## src/rtl/miss_entry_pkg.sv

```systemverilog
package miss_entry_pkg;
  localparam int TGT_ID_W  = 4;
  localparam int BLK_OFF_W = 6;

  typedef struct packed {
    logic                 isSnoop;
    logic                 inhibit;
    logic [TGT_ID_W-1:0]  id;
    logic [BLK_OFF_W-1:0] offset;
  } target_t;

  localparam int TARGET_W = $bits(target_t);

  typedef struct packed {
    logic    pushPrim;
    logic    pushDef;
    logic    pop;
    logic    swap;
    target_t entry;
  } strobe_t;
endpackage

```

## src/rtl/miss_entry_fifo.sv

```systemverilog
module miss_entry_fifo #(
  parameter int DEPTH = 4,
  parameter int W     = 8
) (
  input  logic         clk,
  input  logic         rstN,
  input  logic         push,
  input  logic         pop,
  input  logic [W-1:0] din,
  output logic [W-1:0] dout,
  output logic         empty,
  output logic         full
);
  localparam int PTR_W = (DEPTH > 1) ? $clog2(DEPTH) : 1;
  localparam int CNT_W = $clog2(DEPTH + 1);

  logic [W-1:0]     mem [DEPTH];
  logic [PTR_W-1:0] wrPtr, rdPtr;
  logic [CNT_W-1:0] cnt;

  function automatic logic [PTR_W-1:0] nextPtr(input logic [PTR_W-1:0] p);
    return (p == PTR_W'(DEPTH - 1)) ? '0 : p + 1'b1;
  endfunction

  always_ff @(posedge clk) begin
    if (!rstN) begin
      wrPtr <= '0;
      rdPtr <= '0;
      cnt   <= '0;
    end else begin
      if (push) begin
        mem[wrPtr] <= din;
        wrPtr      <= nextPtr(wrPtr);
      end
      if (pop) rdPtr <= nextPtr(rdPtr);
      cnt <= cnt + CNT_W'(push) - CNT_W'(pop);
    end
  end

  assign dout  = mem[rdPtr];
  assign empty = (cnt == '0);
  assign full  = (cnt == CNT_W'(DEPTH));

  AST_FIFO_NO_OVERFLOW: assert property (@(posedge clk) disable iff (!rstN)
    push |-> !full);
  AST_FIFO_NO_UNDERFLOW: assert property (@(posedge clk) disable iff (!rstN)
    pop |-> !empty);
endmodule

```

## src/rtl/miss_entry_dp.sv

```systemverilog
module miss_entry_dp
  import miss_entry_pkg::*;
#(
  parameter int QDEPTH    = 4,
  parameter int TGT_LIMIT = 4
) (
  input  logic    clk,
  input  logic    rstN,
  input  strobe_t stb,
  output target_t head,
  output logic    primEmpty,
  output logic    defEmpty,
  output logic    blocked
);
  localparam int CNT_W = $clog2(TGT_LIMIT + 1);

  logic             primSel;
  logic [CNT_W-1:0] tgtCnt;
  logic             qPush  [2];
  logic             qPop   [2];
  logic             qEmpty [2];
  logic             qFull  [2];
  logic [TARGET_W-1:0] qHead [2];

  for (genvar g = 0; g < 2; g++) begin : gQueue
    assign qPush[g] = (primSel == 1'(g)) ? stb.pushPrim : stb.pushDef;
    assign qPop[g]  = (primSel == 1'(g)) && stb.pop;
    miss_entry_fifo #(.DEPTH(QDEPTH), .W(TARGET_W)) u_fifo (
      .clk  (clk),
      .rstN (rstN),
      .push (qPush[g]),
      .pop  (qPop[g]),
      .din  (stb.entry),
      .dout (qHead[g]),
      .empty(qEmpty[g]),
      .full (qFull[g])
    );
  end

  always_ff @(posedge clk) begin
    if (!rstN) begin
      primSel <= 1'b0;
      tgtCnt  <= '0;
    end else begin
      if (stb.swap) primSel <= ~primSel;
      tgtCnt <= tgtCnt + CNT_W'(stb.pushPrim) + CNT_W'(stb.pushDef) - CNT_W'(stb.pop);
    end
  end

  assign head      = target_t'(qHead[primSel]);
  assign primEmpty = qEmpty[primSel];
  assign defEmpty  = qEmpty[~primSel];
  assign blocked   = (tgtCnt == CNT_W'(TGT_LIMIT));

  AST_NO_PUSH_BLOCKED: assert property (@(posedge clk) disable iff (!rstN)
    (stb.pushPrim || stb.pushDef) |-> !blocked);
  AST_SWAP_ON_EMPTY: assert property (@(posedge clk) disable iff (!rstN)
    stb.swap |-> (primEmpty && !defEmpty));
  AST_ONE_PUSH: assert property (@(posedge clk) disable iff (!rstN)
    !(stb.pushPrim && stb.pushDef));
endmodule

```

## src/rtl/miss_entry_ctrl.sv

```systemverilog
module miss_entry_ctrl
  import miss_entry_pkg::*;
#(
  parameter int ADDR_W = 26
) (
  input  logic                 clk,
  input  logic                 rstN,
  input  logic                 cpuValid,
  input  logic [ADDR_W-1:0]    cpuAddr,
  input  logic [TGT_ID_W-1:0]  cpuId,
  input  logic [BLK_OFF_W-1:0] cpuOffset,
  input  logic                 cpuExcl,
  input  logic                 issueAck,
  input  logic                 snpValid,
  input  logic [TGT_ID_W-1:0]  snpId,
  input  logic                 snpExcl,
  input  logic                 fillValid,
  input  logic                 dealloc,
  input  target_t              head,
  input  logic                 primEmpty,
  input  logic                 defEmpty,
  input  logic                 blocked,
  output strobe_t              stb,
  output logic                 entryValid,
  output logic [ADDR_W-1:0]    entryAddr,
  output logic                 inService,
  output logic                 needExcl,
  output logic                 respValid,
  output logic                 respSnoop,
  output logic                 respInhibit,
  output logic [TGT_ID_W-1:0]  respId,
  output logic [BLK_OFF_W-1:0] respOffset,
  output logic                 reissueValid,
  output logic                 reissueExcl
);
  logic                 defExcl, pendInv, draining;
  logic [BLK_OFF_W-1:0] firstOff;
  logic cpuGo, toDef, snpGo, fillGo, drainEnd, promote, deallocGo, issueGo;

  always_comb begin
    cpuGo     = cpuValid && !dealloc && !blocked && !draining;
    toDef     = inService && (!defEmpty || pendInv || (!needExcl && cpuExcl));
    snpGo     = snpValid && !cpuValid && !dealloc && inService && !draining &&
                !blocked && !pendInv && (needExcl || snpExcl);
    fillGo    = fillValid && inService && !draining && !primEmpty;
    drainEnd  = draining && primEmpty;
    promote   = drainEnd && !defEmpty;
    deallocGo = dealloc && entryValid && !draining && primEmpty && defEmpty;
    issueGo   = issueAck && entryValid && !inService && !draining;

    stb.pushPrim = (cpuGo && !toDef) || snpGo;
    stb.pushDef  = cpuGo && toDef;
    stb.pop      = draining && !primEmpty;
    stb.swap     = promote;
    if (cpuGo) stb.entry = '{isSnoop: 1'b0, inhibit: 1'b0, id: cpuId, offset: cpuOffset};
    else       stb.entry = '{isSnoop: 1'b1, inhibit: needExcl, id: snpId, offset: '0};
  end

  always_ff @(posedge clk) begin
    if (!rstN) begin
      entryValid <= 1'b0;
      entryAddr  <= '0;
      inService  <= 1'b0;
      needExcl   <= 1'b0;
      defExcl    <= 1'b0;
      pendInv    <= 1'b0;
      draining   <= 1'b0;
      firstOff   <= '0;
    end else if (deallocGo) begin
      entryValid <= 1'b0;
      inService  <= 1'b0;
      needExcl   <= 1'b0;
      defExcl    <= 1'b0;
      pendInv    <= 1'b0;
    end else begin
      if (cpuGo && !entryValid) begin
        entryValid <= 1'b1;
        entryAddr  <= cpuAddr;
      end
      if (cpuGo && !inService && cpuExcl) needExcl <= 1'b1;
      if (cpuGo && toDef && cpuExcl)      defExcl  <= 1'b1;
      if (snpGo && !needExcl)             pendInv  <= 1'b1;
      if (issueGo) inService <= 1'b1;
      if (fillGo) begin
        draining <= 1'b1;
        firstOff <= head.offset;
      end
      if (drainEnd) draining <= 1'b0;
      if (promote) begin
        inService <= 1'b0;
        needExcl  <= defExcl;
        defExcl   <= 1'b0;
        pendInv   <= 1'b0;
      end
    end
  end

  assign respValid    = stb.pop;
  assign respSnoop    = head.isSnoop;
  assign respInhibit  = head.inhibit;
  assign respId       = head.id;
  assign respOffset   = head.isSnoop ? '0 : head.offset - firstOff;
  assign reissueValid = promote;
  assign reissueExcl  = defExcl;

  AST_SNOOP_IN_SERVICE: assert property (@(posedge clk) disable iff (!rstN)
    (stb.pushPrim && stb.entry.isSnoop) |-> inService);
  AST_RESP_IN_SERVICE: assert property (@(posedge clk) disable iff (!rstN)
    respValid |-> inService);
  AST_REISSUE_RELEASES: assert property (@(posedge clk) disable iff (!rstN)
    reissueValid |=> (!inService && !reissueValid && entryValid));
  AST_DEALLOC_EMPTY: assert property (@(posedge clk) disable iff (!rstN)
    $fell(entryValid) |-> (primEmpty && defEmpty && !inService));
endmodule

```

## src/rtl/miss_entry.sv

```systemverilog
module miss_entry
  import miss_entry_pkg::*;
#(
  parameter int ADDR_W    = 26,
  parameter int QDEPTH    = 4,
  parameter int TGT_LIMIT = 4
) (
  input  logic                 clk,
  input  logic                 rstN,
  input  logic                 cpuValid,
  input  logic [ADDR_W-1:0]    cpuAddr,
  input  logic [TGT_ID_W-1:0]  cpuId,
  input  logic [BLK_OFF_W-1:0] cpuOffset,
  input  logic                 cpuExcl,
  input  logic                 issueAck,
  input  logic                 snpValid,
  input  logic [TGT_ID_W-1:0]  snpId,
  input  logic                 snpExcl,
  input  logic                 fillValid,
  input  logic                 dealloc,
  output logic                 entryValid,
  output logic [ADDR_W-1:0]    entryAddr,
  output logic                 inService,
  output logic                 needExcl,
  output logic                 respValid,
  output logic                 respSnoop,
  output logic                 respInhibit,
  output logic [TGT_ID_W-1:0]  respId,
  output logic [BLK_OFF_W-1:0] respOffset,
  output logic                 reissueValid,
  output logic                 reissueExcl,
  output logic                 blocked
);
  strobe_t stb;
  target_t head;
  logic    primEmpty, defEmpty;

  miss_entry_ctrl #(.ADDR_W(ADDR_W)) u_ctrl (
    .clk(clk), .rstN(rstN),
    .cpuValid(cpuValid), .cpuAddr(cpuAddr), .cpuId(cpuId), .cpuOffset(cpuOffset),
    .cpuExcl(cpuExcl), .issueAck(issueAck), .snpValid(snpValid), .snpId(snpId),
    .snpExcl(snpExcl), .fillValid(fillValid), .dealloc(dealloc),
    .head(head), .primEmpty(primEmpty), .defEmpty(defEmpty), .blocked(blocked),
    .stb(stb), .entryValid(entryValid), .entryAddr(entryAddr),
    .inService(inService), .needExcl(needExcl), .respValid(respValid),
    .respSnoop(respSnoop), .respInhibit(respInhibit), .respId(respId),
    .respOffset(respOffset), .reissueValid(reissueValid), .reissueExcl(reissueExcl)
  );

  miss_entry_dp #(.QDEPTH(QDEPTH), .TGT_LIMIT(TGT_LIMIT)) u_dp (
    .clk(clk), .rstN(rstN), .stb(stb), .head(head),
    .primEmpty(primEmpty), .defEmpty(defEmpty), .blocked(blocked)
  );
endmodule

```

## config.mk

```make
export PLATFORM = sky130hd
export DESIGN_NAME = miss_entry
export DESIGN_NICKNAME = d
export VERILOG_FILES = /design/src/rtl/miss_entry_pkg.sv /design/src/rtl/miss_entry_fifo.sv /design/src/rtl/miss_entry_dp.sv /design/src/rtl/miss_entry_ctrl.sv /design/src/rtl/miss_entry.sv
export SDC_FILE = /design/constraint.sdc
export NUM_CORES = 1
export LEC_CHECK = 0
export CAP_MARGIN = 20
export CORE_UTILIZATION = 45
export CTS_CLUSTER_SIZE = 25
export DETAILED_ROUTE_END_ITERATION = 16
export PLACE_DENSITY = 0.68
export SYNTH_ARGS = -nofsm -noshare
export SYNTH_HDL_FRONTEND = slang
export SYNTH_SLANG_ARGS = --single-unit
```

## constraint.sdc

```tcl
create_clock -name clk -period 5.2 [get_ports clk]
set_clock_uncertainty 0.05 [all_clocks]
set_input_delay 1.04 -clock clk [delete_from_list [all_inputs] [get_ports clk]]
set_output_delay 1.04 -clock clk [all_outputs]
set_load 0.05 [all_outputs]
```

==> summary by stage <==
Final layout
The summed area of non-filler cells in the final layout is 8220 um^2. The number of diodes is 0. The synthesis-to-layout area growth is 25.02%. After filler insertion, the fill cell instance count of the layout stands at 1099. The share of final-layout standard cells stronger than drive strength 1 is 13.22%.

In the final design database the tool counted 651 nets. The multi-input combinational cells in the finished layout cover a total of 2277 um^2. The utilization after layout is 58.54%.

The combined flip-flop and latch cell area is 4085 um^2. The count of placed standard cells in the final layout, fillers left out is 770.

Die
The floorplan die area is 15100 um^2. The vertical extent of the die is 122.9 um. The area of the placeable core is 14040 um^2. For this configuration, the core starts out at a cell density of 46.82%. The x dimension of the die is 122.9 um. 94 I/O pins were placed. The number of placement rows is 43.

Logic synthesis
The post-synthesis instance area is 6575 um^2. The number of synthesized register bits is 156. The sequential-to-total area share from yosys stat is 62.11%. The warning count from the yosys run is 0. The number of enable-type register cells in the synthesized netlist is 96. sky130_fd_sc_hd__edfxtp_1 takes more of the synthesized area than any other cell. The gate count after technology mapping is 481. Counting distinct cell types in the post-synthesis netlist gives 41. A synthesized cell averages 13.67 um^2. Counting instances in the post-synthesis netlist gives the leading cell types as sky130_fd_sc_hd__edfxtp_1, sky130_fd_sc_hd__dfxtp_1, sky130_fd_sc_hd__nand2_1. The area fraction of the dominant cell type after synthesis is 43.84%. Counting every net in the synthesized netlist gives 555. After synthesis, the share of flip-flops with an asynchronous set or reset is 0%.

By area the synthesized netlist is led by sky130_fd_sc_hd__edfxtp_1, sky130_fd_sc_hd__dfxtp_1, sky130_fd_sc_hd__mux4_2. Among all cell types in the netlist, the one instantiated most often is sky130_fd_sc_hd__edfxtp_1. The primary flip-flop cell chosen by synthesis mapping is sky130_fd_sc_hd__edfxtp_1.

Routing
The number of DRC markers in iteration 0 is 317. Wires add up to 13.75 mm. The count of nets left with antenna violations once routing finished came out at 0. The routed layout has 4030 vias. For this run, design rule violations remaining after detail routing come to 0. In the final routed layout, each cell accounts on average for 17.85 um. The number of iterations in the first detailed-routing pass is 4. The via density per instance is 5.234.

STA
The maximum frequency from static timing analysis is 205.1 MHz. The total count of max-transition violations in the final report is 0. The final critical path time including I/O delays and setup is 4876 ps. Setup violations remaining at the end of the flow were counted as 0. The final count of hold timing violations came to 0. The total negative slack for setup checks is 0 ps. Setup repair after global routing left no endpoint under its margin. Headroom to the max-slew limit came out at 34.44%.

The worst hold-check slack is 405.2 ps. The measured slew at the worst slew-check pin is 983.3 ps. In the finished design, the share of the clock period the worst path needs comes to 93.77%.

Worst setup path
Along the worst path, the maximum fanout reaches 12. The endpoint of the most critical register-to-register path is u_dp.tgtCnt[2]. The required time of the worst setup path is 4110 ps. STA puts the critical path data arrival time at 3790 ps. The worst setup path is launched from a flop. The worst flop-to-flop path startpoint is u_dp.primSel. The critical path in this run is classified as flop to output pin.

The slack of the worst reg-to-reg path is 1670 ps. The depth of the worst register-to-register path is 10. STA classifies the critical path endpoint as an output pin. The number of buffer and inverter stages on the critical path is 1. The cell that appears most often on the critical path is sky130_fd_sc_hd__o21a_1.

On the critical path, the stage with the largest delay is an instance of sky130_fd_sc_hd__clkdlybuf4s50_1. The critical path goes through mux4_2, mux2_2, ha_1, nor2b_1, o31a_1, o21a_1, nor3_1, o21a_1, clkdlybuf4s50_1. Broken down by cell family, the worst path's largest delay share belongs to buffers and inverters. For this run, the slowest stage of the critical path takes 790 ps.

Clocking
The later pin in the worst-skew pair is clocked with a latency of 410 ps. The clock passes through at most 2 buffers. For this design, the CTS-stage hold fixing added 0 buffers. The clock transition at the register clock pins on the worst setup and hold paths after CTS is 60 ps. The maximum level of the CTS H-tree is 4. The tree is rooted in a sky130_fd_sc_hd__clkbuf_16. TritonCTS built the clock tree. The TritonCTS buffer count is 17. The number of clock sinks seen by CTS is 156.

Hold path
The startpoint of the lowest-slack hold path is u_ctrl.entryAddr[12]. The end of the worst hold path is u_ctrl.entryAddr[12]. The number of cells traversed by the worst hold path is 2. In this run the worst hold path is classified as flop to flop.

Status
The flow ran to the end, and the final reports show no timing, DRC or antenna violations.

Place
Port buffering added 93 buffers. Counting tap cells, the placed design contains a total of 738 instances. The final estimated routing congestion in global placement is 0.7927. Summing all placed instances gives a cell area of 7671 um^2.

After legalization and detailed placement, the total HPWL measured 9.143 mm.

Pwr
IR analysis of the VDD net gives a maximum drop of 0.2271 mV. Power spread over the standard cell area amounts to 339.9 nW/um^2. The total leakage power is 2.888 nW.

GRT
The first-pass GRT wire length is 21.45 mm. The number of global-route vias before repair is 4021. The initial antenna violation count is 0. For this run the aggregate overflow at the end of global routing stands at 0.

Global routing used 19.56% of the available tracks. Entering global routing, the biggest net connects 39 pins.

Flow run
Across the run, the number of max-cap violations was 0.
area by class of cell:
class | instances | share of cell area, %
repair buffers | 100 | 11.96
clock inverters | 9 | 0.8524
well taps | 180 | 2.740
inverters | 27 | 1.233
clock buffers | 23 | 5.814
multi-input cells | 275 | 27.70
flip-flops and latches | 156 | 49.70
where the power goes:
part / internal, mW / switching (mW) / total [mW]
Sequential: 1.34 / 0.0178 / 1.36
Clock: 0.689 / 0.459 / 1.15
Combinational: 0.114 / 0.169 / 0.284
kinds of logic after synthesis:
kind of cell | count (synthesis) | synth area share [%]
fa+ha+maj | 25 | 5.328
simple gates | 133 | 9.477
xor+xnor | 9 | 1.199
mux | 55 | 13.59
flops | 156 | 62.11
buf+inv | 50 | 3.254
compound gates | 53 | 5.043
stage by stage:
step                setup WS [ps]  power, mW
global placement            620.7      1.666
global route                104.4      2.890
finish                      323.9      2.794
floorplan                   752.5      1.565
detailed placement          605.1      1.673
CTS                         138.9      2.819
per-layer routing:
layer  GRT usage [%]  vias up  share of wire (%)
met2           32.09       88                 52
li1                -     1915                  -
met1           24.99     2006                 42
met4           7.241        0                2.0
met3           4.972       21                4.0
met5               0        -                  0
cells in the final DEF, fill, tap and decap left out, types with 14 or more instances in the layout:
master	netlist	routed
sky130_fd_sc_hd__edfxtp_1	96	96
sky130_fd_sc_hd__clkdlybuf4s50_1	0	93
sky130_fd_sc_hd__nand2_1	60	60
sky130_fd_sc_hd__dfxtp_1	60	59
sky130_fd_sc_hd__a21oi_1	33	33
sky130_fd_sc_hd__nor2_1	28	28
sky130_fd_sc_hd__inv_1	25	25
sky130_fd_sc_hd__mux4_2	24	24
sky130_fd_sc_hd__ha_1	20	20
sky130_fd_sc_hd__clkbuf_16	0	17
sky130_fd_sc_hd__mux2i_1	15	15
sky130_fd_sc_hd__mux2_2	14	14
worst reg2reg max path, cell delays in order (launching register included):
cell and delay (ps):
sky130_fd_sc_hd__dfxtp_1 550, sky130_fd_sc_hd__buf_4 400, sky130_fd_sc_hd__or4b_1 520, sky130_fd_sc_hd__o21a_1 160
sky130_fd_sc_hd__o311ai_4 400, sky130_fd_sc_hd__inv_1 150, sky130_fd_sc_hd__fa_1 430, sky130_fd_sc_hd__fa_1 380
sky130_fd_sc_hd__xnor2_1 190, sky130_fd_sc_hd__xnor2_1 140, sky130_fd_sc_hd__nor2_1 50
worst max-delay path by stage:
stage,from,end,depth (start not counted)
2_1_floorplan,flop,respOffset[3],7
3_3_place_gp,flop,respOffset[5],9
3_5_place_dp,flop,respOffset[5],9
4_1_cts,flop,respOffset[5],9
5_1_grt,flop,respOffset[5],9
6_report,flop,respOffset[5],9
what timing repair did:
action                                  in CTS  in global routing
buffers inserted                             0                  0
endpoints found under the setup margin       0                  1
gates resized for setup                      0                  1
flip-flops by register name (all words and copies together) (netlist names), 3 cells and up, named ones only:
| register | cells |
|---|---|
| u_dp.gQueue.u_fifo.mem | 96 |
| u_dp.gQueue.u_fifo.rdPtr | 4 |
| u_ctrl.firstOff | 6 |
| u_dp.gQueue.u_fifo.wrPtr | 4 |
| u_dp.gQueue.u_fifo.cnt | 6 |
| u_ctrl.entryAddr | 26 |
| u_dp.tgtCnt | 3 |
(Power assumes the default switching activity.)
